File: config.mk
export PLATFORM = sky130hd
export DESIGN_NAME = extirq_sense_ctrl
export DESIGN_NICKNAME = d
export VERILOG_FILES = /design/src/rtl/extirq_pkg.sv /design/src/rtl/extirq_sync.sv /design/src/rtl/extirq_group.sv /design/src/rtl/extirq_tli.sv /design/src/rtl/extirq_sense_ctrl.sv
export SDC_FILE = /design/constraint.sdc
export NUM_CORES = 1
export LEC_CHECK = 0
export BUFFER_PORTS_ARGS = -buffer_cell sky130_fd_sc_hd__buf_2
export CAP_MARGIN = 20
export CORE_AREA = 2 2 82 68
export DETAILED_ROUTE_END_ITERATION = 16
export DIE_AREA = 0 0 84 70
export PLACE_DENSITY = 0.8
export SLEW_MARGIN = 30
export SYNTH_ARGS = -nofsm -noshare
export SYNTH_HDL_FRONTEND = slang
export SYNTH_HIERARCHICAL = 1
export SYNTH_SLANG_ARGS = --single-unit
File: constraint.sdc
create_clock -name clk -period 2.83 [get_ports clk]
set_input_delay 0.283 -clock clk [delete_from_list [all_inputs] [get_ports clk]]
set_output_delay 0.283 -clock clk [all_outputs]
set_load 0.02 [all_outputs]
File: src/rtl/extirq_pkg.sv
package extirq_pkg;

    // Mode codes as seen with the polarity bit clear
    typedef enum logic [1:0] {
        SENSE_LVL_EDGE = 2'b00,
        SENSE_RISE     = 2'b01,
        SENSE_FALL     = 2'b10,
        SENSE_ANY      = 2'b11
    } sense_e;

    typedef enum logic {
        PEND_IDLE,
        PEND_SET
    } pend_e;

    typedef enum logic [1:0] {
        TLI_OFF,
        TLI_ARMED,
        TLI_HELD,
        TLI_GLITCH
    } tli_e;

    localparam int CTL_W      = 8;
    localparam int BIT_TLI_EN = 0;
    localparam int BIT_TLI_RS = 1;
    localparam int BIT_INV_LO = 2;
    localparam int BIT_SEN_LO = 3;
    localparam int BIT_INV_HI = 5;
    localparam int BIT_SEN_HI = 6;
    localparam int PROT_LSB   = 2;

endpackage

File: src/rtl/extirq_sync.sv
module extirq_sync #(
    parameter int             W       = 16,
    parameter logic [W-1:0]   RST_VAL = '1
) (
    input  logic         clk,
    input  logic         rst_n,
    input  logic [W-1:0] d,
    output logic [W-1:0] q
);
    logic [W-1:0] meta;

    always_ff @(posedge clk or negedge rst_n) begin
        if (!rst_n) begin
            meta <= RST_VAL;
            q    <= RST_VAL;
        end else begin
            meta <= d;
            q    <= meta;
        end
    end
endmodule

File: src/rtl/extirq_group.sv
module extirq_group
    import extirq_pkg::*;
#(
    parameter int W = 4
) (
    input  logic         clk,
    input  logic         rst_n,
    input  logic [W-1:0] pins_s,
    input  sense_e       mode,
    input  logic         invert,
    input  logic         clr,
    output logic         req
);
    logic [W-1:0] prev;
    logic         rise_raw, fall_raw, act_rise, act_fall;
    logic         hit, lvl_on;
    pend_e        st, st_nx;

    always_ff @(posedge clk or negedge rst_n) begin
        if (!rst_n) prev <= '1;
        else        prev <= pins_s;
    end

    // Polarity swaps the edge terms, so flipping it creates no false edge
    always_comb begin
        rise_raw = |(pins_s & ~prev);
        fall_raw = |(~pins_s & prev);
        act_rise = invert ? fall_raw : rise_raw;
        act_fall = invert ? rise_raw : fall_raw;
        hit      = 1'b0;
        lvl_on   = 1'b0;
        unique case (mode)
            SENSE_LVL_EDGE: begin
                hit    = act_fall;
                lvl_on = invert ? (|pins_s) : (|(~pins_s));
            end
            SENSE_RISE: hit = act_rise;
            SENSE_FALL: hit = act_fall;
            SENSE_ANY:  hit = act_rise | act_fall;
        endcase
    end

    always_comb begin
        st_nx = st;
        unique case (st)
            PEND_IDLE: if (hit)         st_nx = PEND_SET;
            PEND_SET:  if (clr && !hit) st_nx = PEND_IDLE;
        endcase
    end

    always_ff @(posedge clk or negedge rst_n) begin
        if (!rst_n) st <= PEND_IDLE;
        else        st <= st_nx;
    end

    always_comb req = (st == PEND_SET) || lvl_on;
endmodule

File: src/rtl/extirq_tli.sv
module extirq_tli
    import extirq_pkg::*;
(
    input  logic clk,
    input  logic rst_n,
    input  logic pin_s,
    input  logic enable,
    input  logic rise_sel,
    input  logic clr,
    output logic req
);
    logic prev;
    logic edge_hit;
    tli_e st, st_nx;

    always_ff @(posedge clk or negedge rst_n) begin
        if (!rst_n) prev <= 1'b1;
        else        prev <= pin_s;
    end

    always_comb edge_hit = rise_sel ? (pin_s & ~prev) : (~pin_s & prev);

    always_comb begin
        st_nx = st;
        unique case (st)
            TLI_OFF:    if (enable) st_nx = TLI_ARMED;
            TLI_ARMED: begin
                if (!enable)       st_nx = TLI_GLITCH;
                else if (edge_hit) st_nx = TLI_HELD;
            end
            TLI_HELD: begin
                if (!enable)              st_nx = TLI_GLITCH;
                else if (clr && !edge_hit) st_nx = TLI_ARMED;
            end
            TLI_GLITCH: st_nx = enable ? TLI_ARMED : TLI_OFF;
        endcase
    end

    always_ff @(posedge clk or negedge rst_n) begin
        if (!rst_n) st <= TLI_OFF;
        else        st <= st_nx;
    end

    always_comb req = (st == TLI_HELD) || (st == TLI_GLITCH);
endmodule

File: src/rtl/extirq_sense_ctrl.sv
module extirq_sense_ctrl
    import extirq_pkg::*;
#(
    parameter int PA_W = 4,
    parameter int PF_W = 3,
    parameter int PB_W = 8
) (
    input  logic              clk,
    input  logic              rst_n,
    input  logic              wr_en,
    input  logic [7:0]        wr_data,
    input  logic [1:0]        cpu_lvl,
    output logic [7:0]        rd_data,
    input  logic [PA_W-1:0]   pa_pins,
    input  logic [PF_W-1:0]   pf_pins,
    input  logic [PB_W-1:0]   pb_pins,
    input  logic              tli_pin,
    input  logic [3:0]        clr,
    input  logic              tli_clr,
    output logic [3:0]        irq,
    output logic              tli_irq
);
    localparam int PBH   = PB_W / 2;
    localparam int PIN_W = PA_W + PF_W + PB_W + 1;
    localparam int OFS_F = PA_W;
    localparam int OFS_B = PA_W + PF_W;

    logic [CTL_W-1:0] ctl, ctl_nx;
    logic [PIN_W-1:0] pins_s;
    logic [PA_W-1:0]  pa_s;
    logic [PF_W-1:0]  pf_s;
    logic [PB_W-1:0]  pb_s;
    logic             tli_s;

    // Register with per-field write protection
    always_comb begin
        ctl_nx = ctl;
        if (wr_en) begin
            if (cpu_lvl == 2'b11)
                ctl_nx[CTL_W-1:PROT_LSB] = wr_data[CTL_W-1:PROT_LSB];
            if (!ctl[BIT_TLI_EN])
                ctl_nx[BIT_TLI_RS] = wr_data[BIT_TLI_RS];
            ctl_nx[BIT_TLI_EN] = wr_data[BIT_TLI_EN];
        end
    end

    always_ff @(posedge clk or negedge rst_n) begin
        if (!rst_n) ctl <= '0;
        else        ctl <= ctl_nx;
    end

    always_comb rd_data = ctl;

    extirq_sync #(.W(PIN_W), .RST_VAL({PIN_W{1'b1}})) u_sync (
        .clk   (clk),
        .rst_n (rst_n),
        .d     ({tli_pin, pb_pins, pf_pins, pa_pins}),
        .q     (pins_s)
    );

    always_comb begin
        pa_s  = pins_s[PA_W-1:0];
        pf_s  = pins_s[OFS_F +: PF_W];
        pb_s  = pins_s[OFS_B +: PB_W];
        tli_s = pins_s[PIN_W-1];
    end

    extirq_group #(.W(PA_W)) u_grp_a (
        .clk(clk), .rst_n(rst_n), .pins_s(pa_s),
        .mode(sense_e'(ctl[BIT_SEN_LO +: 2])), .invert(ctl[BIT_INV_LO]),
        .clr(clr[0]), .req(irq[0])
    );

    extirq_group #(.W(PF_W)) u_grp_f (
        .clk(clk), .rst_n(rst_n), .pins_s(pf_s),
        .mode(sense_e'(ctl[BIT_SEN_LO +: 2])), .invert(1'b0),
        .clr(clr[1]), .req(irq[1])
    );

    extirq_group #(.W(PBH)) u_grp_bl (
        .clk(clk), .rst_n(rst_n), .pins_s(pb_s[PBH-1:0]),
        .mode(sense_e'(ctl[BIT_SEN_HI +: 2])), .invert(ctl[BIT_INV_HI]),
        .clr(clr[2]), .req(irq[2])
    );

    extirq_group #(.W(PB_W-PBH)) u_grp_bh (
        .clk(clk), .rst_n(rst_n), .pins_s(pb_s[PB_W-1:PBH]),
        .mode(sense_e'(ctl[BIT_SEN_HI +: 2])), .invert(1'b0),
        .clr(clr[3]), .req(irq[3])
    );

    extirq_tli u_tli (
        .clk(clk), .rst_n(rst_n), .pin_s(tli_s),
        .enable(ctl[BIT_TLI_EN]), .rise_sel(ctl[BIT_TLI_RS]),
        .clr(tli_clr), .req(tli_irq)
    );
endmodule

==> impl_metrics.ini, run 1 <==
[yosys]
yosys_warnings = 6
synth_edf_count = 0
synth_ff_type = dfstp_2
synth_cell_types = 36
syn_area_um2 = 2460
ys_async_sr_fraction_pct = 100
seq_area_frac_synth_pct = 65.5
syn_inst = 186
avgSynthCellArea_um2 = 13.2
synth_seq_cells = 62

[min_path]
min_path_type = in -> reg
min_from = pf_pins[0]
worstHoldPathCells = 1
holdPathEnd = u_sync/meta[4]

[global_routing]
overflow = 0
grt_antenna_before_repair = 0
grt_pass1_vias = 1578
track_usage_pct = 16.7
grt_first_pass_wirelength_mm = 7.41
grt_max_degree = 34

[worst_setup_path]
slowest_delay_ps = 570
path_delay_family = flip-flops
cp-end-kind = primary output
r2r_end = u_grp_f/st
cp_num_buf_inv = 1
worstPathCellList = nor4_1 -> a211oi_1 -> o21ai_1 -> nand2b_1 -> buf_2
required_ps = 2550
worstSetupPathType = reg -> out
worst-path-max-fanout = 5
reg2reg_from = u_grp_f/st
slowest_stage = dfstp_2
worstRegToRegCells = 4
crit_path_start_kind = flip-flop
ff2ff_setup_slack_ps = 1500
worstPathArrival_ps = 1520

[cells_and_area]
syn_to_final_growth_pct = 24.9
diodes = 0
stdcell_area_um2 = 3070
final_common_cell = dfstp_2
nNetsFinal = 289
final_cell_mix = 48 x dfstp_2, 46 x buf_2, 19 x nand2b_1, 14 x dfrtp_1, 14 x inv_1
drive_gt1_share_pct = 50.8

[cts]
cts_buffers = 9
insertion_delay_ps = 330
cts_buffer_depth = 2
htreeDepth = 3
path_clk_slew_ps = 70
cts_tree = yes
clock-sinks = 62
cts_resized = 0
clock-root-buffer = clkbuf_8

[routing]
wl_mm = 4.30
drt-pass1-iter-count = 5
ant_nets = 0
vias = 1626
routedWlPerCell_um = 13.2
drtIter0Drc = 89
avgViaCountPerCell = 5.00
drc = 0

[power_and_ir_drop]
ir_drop_mv = 0.434
powerDensity_nw_per_um2 = 747
p_leak_nw = 1.31
p_sw_share_pct = 25.0
p_sw_mw = 0.575
comb_power_share_pct = 14.1
p_int_mw = 1.72
clkPwrFrac_pct = 38.3
pwr-share-seq_pct = 47.6

[sta]
setup_violations = 0
finalCritPeriodShare_pct = 63.8
rsz0062_at_grt = no
period_needed_ps = 1810
slew_violations = 0
hold_viol = 0
relSlewSlack_pct = 56.8
fin_tns_setup_ps = 0
fin_skew_ps = 6.31
fmax_mhz = 554
worst_slew_pin_slew_ps = 649

[placed_design]
place_area_um2 = 2830
place_congestion = 0.788
dp_hpwl_mm = 3.10
port_buffers = 46

[floorplanning]
core_area_um2 = 5190
die_y_um = 70
placementRows = 24
initial_core_util_pct = 47.4
dieArea_um2 = 5880
pin_count = 47
die_x_um = 84

[run_status]
status = complete, no violations

[flow_run]
max_cap_violations = 0
[power by group through the flow]
stage	clock network (mW)	registers, mW	logic, mW
floorplan	0	1.10	0.200
global placement	0	1.10	0.317
detailed placement	0	1.11	0.326
CTS	0.916	1.09	0.327
global route	0.953	1.11	0.358
finish	0.880	1.09	0.324
[stage by stage]
stage	power (mW)	hold slack (ps)	std cells	util [%]	setup slack, ps
finish	2.30	43.2	325	59.2	1020
global route	2.42	11.2	325	59.2	896
CTS	2.34	17.9	325	59.2	994
detailed placement	1.43	347	308	54.5	1380
floorplan	1.30	-12.6	197	-	1490
global placement	1.42	340	308	54.5	1400
[metal layers]
metal	routed length [µm]	GRT usage [%]	part of all wire [%]
met4	92	8.06	2.1
met1	1880	20.6	44
met2	2170	26.0	50
met3	157	6.62	3.7
met5	0	0	0
[logic make-up (layout without fill, tap and decap cells)]
kind of cell / after synthesis / after routing / synth area share [%]
buf+inv: 15 / 78 / 2.29
mux: 8 / 8 / 3.66
compound gates: 32 / 32 / 11.4
other cells: 1 / 12 / 0.152
flops: 62 / 62 / 65.5
simple gates: 68 / 68 / 17.0
[layout make-up]
cell class / count / area (µm²)
Clock buffer: 13 / 169
Clock inverter: 3 / 65.1
Fill cell: 434 / 2120
Inverter: 14 / 52.6
Multi-Input combinational cell: 120 / 833
Sequential cell: 62 / 1610
Tap cell: 65 / 81.3
Timing Repair Buffer: 48 / 260
[cell usage after synthesis, types with 3 or more instances]
| master | instances | area (µm²) |
|---|---|---|
| a211oi_1 | 6 | 45.0 |
| a21oi_1 | 7 | 35.0 |
| a22o_1 | 3 | 26.3 |
| dfrtp_1 | 14 | 350 |
| dfstp_2 | 48 | 1260 |
| inv_1 | 14 | 52.6 |
| mux2_2 | 8 | 90.1 |
| nand2_1 | 7 | 26.3 |
| nand2b_1 | 19 | 119 |
| nand3b_1 | 4 | 30.0 |
| nand4_1 | 3 | 18.8 |
| nand4b_1 | 5 | 43.8 |
| nor2_1 | 7 | 26.3 |
| nor2b_1 | 3 | 18.8 |
| nor3_1 | 9 | 45.0 |
| nor4_1 | 3 | 18.8 |
| o2111ai_2 | 3 | 45.0 |
| o21ai_1 | 3 | 15.0 |
| o221ai_2 | 3 | 45.0 |
[state kept, by name (all words and copies together) (netlist names), 2 cells and up]
signal	count
u_grp_bh/prev	4
u_grp_a/prev	4
u_grp_f/prev	3
u_tli/st	2
u_grp_bl/prev	4
u_sync/meta	16
rd_data	8
u_sync/q	16
[worst max-delay path by stage]
stage,from,to,slack (ps),cells past startpoint
final,u_sync/q[7],irq[2],1020,5
after global placement,u_sync/q[1],irq[0],1400,5
after global routing,u_sync/q[1],irq[0],900,5
after CTS,u_sync/q[1],irq[0],990,5
after floorplan,u_sync/q[8],irq[2],1490,4
after detailed placement,u_sync/q[7],irq[2],1380,5
[timing repair]
item	CTS	global route
hold buffers	1	0
buffers inserted	0	0
hold endpoints to repair	6	0
(Power assumes the default switching activity.)
==> run 2: changes to the inputs <==
Settings changed: CORE_AREA 2 2 82 68 to 2 2 83 69, DIE_AREA 0 0 84 70 to 0 0 85 71, PLACE_DENSITY 0.8 to 0.81.
Clock period 2.83 ns to 1.6 ns, I/O delays scaled along.
==> run 2 against run 1 <==
Against the previous run:
- the flow now finishes with violations (setup timing)
- critical endpoint is now irq[0]
- register-to-register slack got worse by 1400 ps
- largest cell class unchanged
- clock-buffer cell count fell by 1
- first-iteration DRC count fell by 13%
==> impl_metrics.ini, run 2 (same netlist as run 1, synthesis figures left out) <==
[routing]
avgViaCountPerCell = 4.83
drt-pass1-iter-count = 4
vias = 1719
ant_nets = 0
drc = 0
wl_mm = 4.85
routedWlPerCell_um = 13.6
drtIter0Drc = 77

[cells_and_area]
fin_util_pct = 64.7
final_cell_mix = 48 x dfstp_2, 44 x buf_2, 19 x nand2b_1, 17 x dlygate4sd3_1, 14 x inv_1
syn_to_final_growth_pct = 38.3
nNetsFinal = 320
diodes = 0
final_common_cell = dfstp_2
drive_gt1_share_pct = 53.6

[power_and_ir_drop]
ir_drop_mv = 0.722
p_leak_nw = 1.45
total_power_mw = 4.10
powerDensity_nw_per_um2 = 1200

[global_routing]
grt_antenna_before_repair = 0
grt_max_degree = 63
grt_first_pass_wirelength_mm = 8.01
track_usage_pct = 17.4
overflow = 0
grt_pass1_vias = 1718

[worst_setup_path]
crit_path_start_kind = flip-flop
worstPathArrival_ps = 1500
cp-end-kind = primary output
worstRegToRegCells = 6
required_ps = 1440
worst-path-max-fanout = 4
worstSetupPathType = reg -> out

[sta]
setup_violations = 2
hold_viol = 0
period_needed_ps = 1660
finalCritPeriodShare_pct = 104
fin_skew_ps = 5.61
timing.hold.ws_ps = 62.1
slew_violations = 0
rsz0062_at_grt = yes
fmax_mhz = 601
fin_tns_setup_ps = -99.0
layout_setup_ws_ps = -65.0

[cts]
clock-sinks = 62
clock-root-buffer = clkbuf_8
cts_tree = yes
htreeDepth = 3
insertion_delay_ps = 330
path_clk_slew_ps = 70
cts_buffer_depth = 2
cts_buffers = 9

[floorplanning]
placementRows = 24
die_x_um = 85
initial_core_util_pct = 46.8
dieArea_um2 = 6040
die_y_um = 71
pin_count = 47
core_area_um2 = 5260

[placed_design]
place_congestion = 0.852
dp_hpwl_mm = 2.95
dp_slack_ps = 264
port_buffers = 46

[min_path]
min_path_type = in -> reg
worstHoldPathCells = 2

[run_status]
violations = setup timing
status = finished with violations

[flow_run]
max_cap_violations = 0
-- run 2: power breakdown --
group | internal [mW] | switching [mW]
registers | 1.76 | 0.189
clock network | 0.915 | 0.548
logic | 0.360 | 0.320
total | 3.04 | 1.06
-- run 2: final timing paths --
path	slack, ps	to	from
worst max-delay path	-60	irq[0]	u_sync/q[0]
worst max register to register	130	u_grp_bl/st	u_sync/q[10]
min in group asynchronous	370	rd_data[0]	rst_n
max in group asynchronous	930	u_sync/q[3]	rst_n
worst min-delay path	60	rd_data[6]	wr_data[6]
worst min register to register	350	u_sync/q[8]	u_sync/meta[8]
-- run 2: cell type report --
| cell class | instances | area [µm²] |
|---|---|---|
| Fill cell | 415 | 1850 |
| Sequential cell | 62 | 1620 |
| Multi-Input combinational cell | 120 | 883 |
| Timing Repair Buffer | 79 | 553 |
| Clock buffer | 12 | 145 |
| Tap cell | 65 | 81.3 |
| Clock inverter | 4 | 70.1 |
| Inverter | 14 | 52.6 |
-- run 2: through the flow --
stage	instances	area (µm²)
floorplan	197	2500
global placement	308	2830
detailed placement	308	2830
CTS	352	3320
global route	356	3400
finish	356	3400
-- run 2: layer usage --
metal	part of all wire [%]	up-vias	routed length, µm	GRT usage [%]
met5	0	-	0	0
met4	2.7	0	129	7.58
met3	4.2	11	206	6.42
met2	48	37	2340	26.0
met1	45	823	2180	23.0
li1	-	848	-	-
-- run 2: repair_timing --
item                                   in CTS  in global routing
gates cloned                                0                  0
resized for setup                           6                 12
hold buffers                               17                  0
setup endpoints to repair                   2                  4
setup buffers                              11                  4
endpoints found under the hold margin      30                  0
pin swaps                                   5                  5
-- run 2: worst max-delay path, cell delays in order, from the launching register on --
cell	delay, ps
dfstp_2	580
nor4_4	50
a211oi_2	260
o21ai_2	80
nand2b_1	90
buf_6	110
==> run 3: changes to the inputs <==
Settings changed: PLACE_DENSITY 0.81 to 0.73, SETUP_SLACK_MARGIN set to 0.05.
==> run 3 against run 2 <==
Against the previous run:
- the flow still finishes with violations (setup timing)
- wire length decreased by 5.8%
- power down 5.2%
- cell count is the same
- setup slack gained 50 ps
- sequential power about the same
- cell area decreased by 1.7%
- flip-flop and latch count unchanged
- critical path type unchanged
==> impl_metrics.ini, run 3 (same netlist as run 1, synthesis figures left out) <==
[routing]
wl_mm = 4.57
drtIter0Drc = 39
drt-pass1-iter-count = 4
drc = 0
ant_nets = 0
vias = 1730
routedWlPerCell_um = 12.8
avgViaCountPerCell = 4.86

[cells_and_area]
final_common_cell = dfstp_2
fillers = 420
syn_to_final_growth_pct = 35.9
diodes = 0
drive_gt1_share_pct = 51.9
nNetsFinal = 320
final_cell_mix = 48 x dfstp_2, 42 x buf_2, 19 x nand2b_1, 17 x dlygate4sd3_1, 14 x inv_1
fin_util_pct = 63.6

[global_routing]
grt_first_pass_wirelength_mm = 7.59
track_usage_pct = 16.6
grt_max_degree = 63
grt_pass1_vias = 1682
grt_antenna_before_repair = 0
overflow = 0

[placed_design]
place_congestion = 0.740
dp_hpwl_mm = 2.68
port_buffers = 46

[cts]
clock-root-buffer = clkbuf_8
htreeDepth = 3
cts_buffer_depth = 2
insertion_delay_ps = 340
cts_tree = yes
path_clk_slew_ps = 70
clock-sinks = 62
cts_buffers = 9

[worst_setup_path]
required_ps = 1440
worstPathCellList = buf_4 -> nand4_1 -> o21ai_1 -> nand2b_1 -> buf_6
ff2ff_setup_slack_ps = 230
worst-path-max-fanout = 4
slowest_delay_ps = 530
slowest_stage = dfstp_2
cp.depth = 5
crit_path_start_kind = flip-flop
cp_num_buf_inv = 2
path_delay_family = flip-flops
worstSetupPathType = reg -> out
cp-end-kind = primary output
worstRegToRegCells = 4
worstPathArrival_ps = 1450

[floorplanning]
placementRows = 24
die_y_um = 71
core_area_um2 = 5260
dieArea_um2 = 6040
pin_count = 47
initial_core_util_pct = 46.8
die_x_um = 85

[sta]
fmax_mhz = 619
layout_setup_ws_ps = -15.0
hold_viol = 0
timing.hold.ws_ps = 51.4
finalCritPeriodShare_pct = 101
period_needed_ps = 1610
rsz0062_at_grt = yes
fin_tns_setup_ps = -15.3
fin_skew_ps = 7.35
setup_violations = 2
slew_violations = 0

[flow_run]
max_cap_violations = 0

[min_path]
min_path_type = in -> reg
worstHoldPathCells = 2

[power_and_ir_drop]
ir_drop_mv = 0.810
p_leak_nw = 1.44
powerDensity_nw_per_um2 = 1160

[run_status]
violations = setup timing
status = finished with violations
==> run 3: cell count changes in the layout (fill, tap and decap cells not counted), sizes merged <==
cell / before / now
bufinv: 2 / 1
buf: 62 / 61
clkinv: 2 / 4
==> run 3: metrics by stage <==
step	instances	power (mW)	setup WS [ps]	area, µm²
finish	356	3.88	-15.0	3340
global route	356	4.10	-94.6	3340
CTS	350	3.89	-19.8	3270
detailed placement	308	2.52	269	2830
global placement	308	2.50	310	2830
floorplan	197	2.31	295	2500
==> run 3: area by class of cell <==
cell class / instances / area [µm²] / area share, %
Inverter: 14 / 52.6 / 1.57
Multi-Input combinational cell: 120 / 846 / 25.3
Sequential cell: 62 / 1620 / 48.3
Timing Repair Buffer: 79 / 567 / 17.0
Tap cell: 65 / 81.3 / 2.43
Clock inverter: 5 / 50.0 / 1.50
Clock buffer: 11 / 131 / 3.93
==> run 3: report_power, final <==
part	switching (mW)	internal, mW
Sequential	0.163	1.76
Clock	0.564	0.708
Combinational	0.320	0.363
Total	1.05	2.83
==> run 3: final timing paths <==
path                                 from        endpoint
min in group asynchronous           rst_n      rd_data[3]
max                           u_sync/q[8]          irq[2]
max reg2reg                    rd_data[3]      u_grp_f/st
min                            wr_data[3]      rd_data[3]
min reg2reg                u_sync/meta[9]     u_sync/q[9]
max in group asynchronous           rst_n  u_sync/meta[9]
==> run 3: layer usage <==
metal,global-route usage [%],vias to the layer above,share of wire [%]
met5,0,-,0
met4,8.29,0,1.9
met3,7.47,12,5.4
met2,26.2,36,50
met1,19.3,833,43
li1,-,849,-
==> run 3: worst reg2reg max path, delay by kind of cell (launching register included) <==
family                 cells  cell delay [ps]
AOI/OAI and AO/OA          1              140
and+or+nand+nor            2              500
DFF                        1              440
buffers and inverters      1              180
==> run 3: repair_timing <==
action / 4_1_cts / 5_1_grt
hold endpoints to repair: 30 / 0
buffers inserted: 9 / 6
pin swaps: 3 / 6
hold buffers: 17 / 0
resized for setup: 7 / 9
setup endpoints to repair: 3 / 4
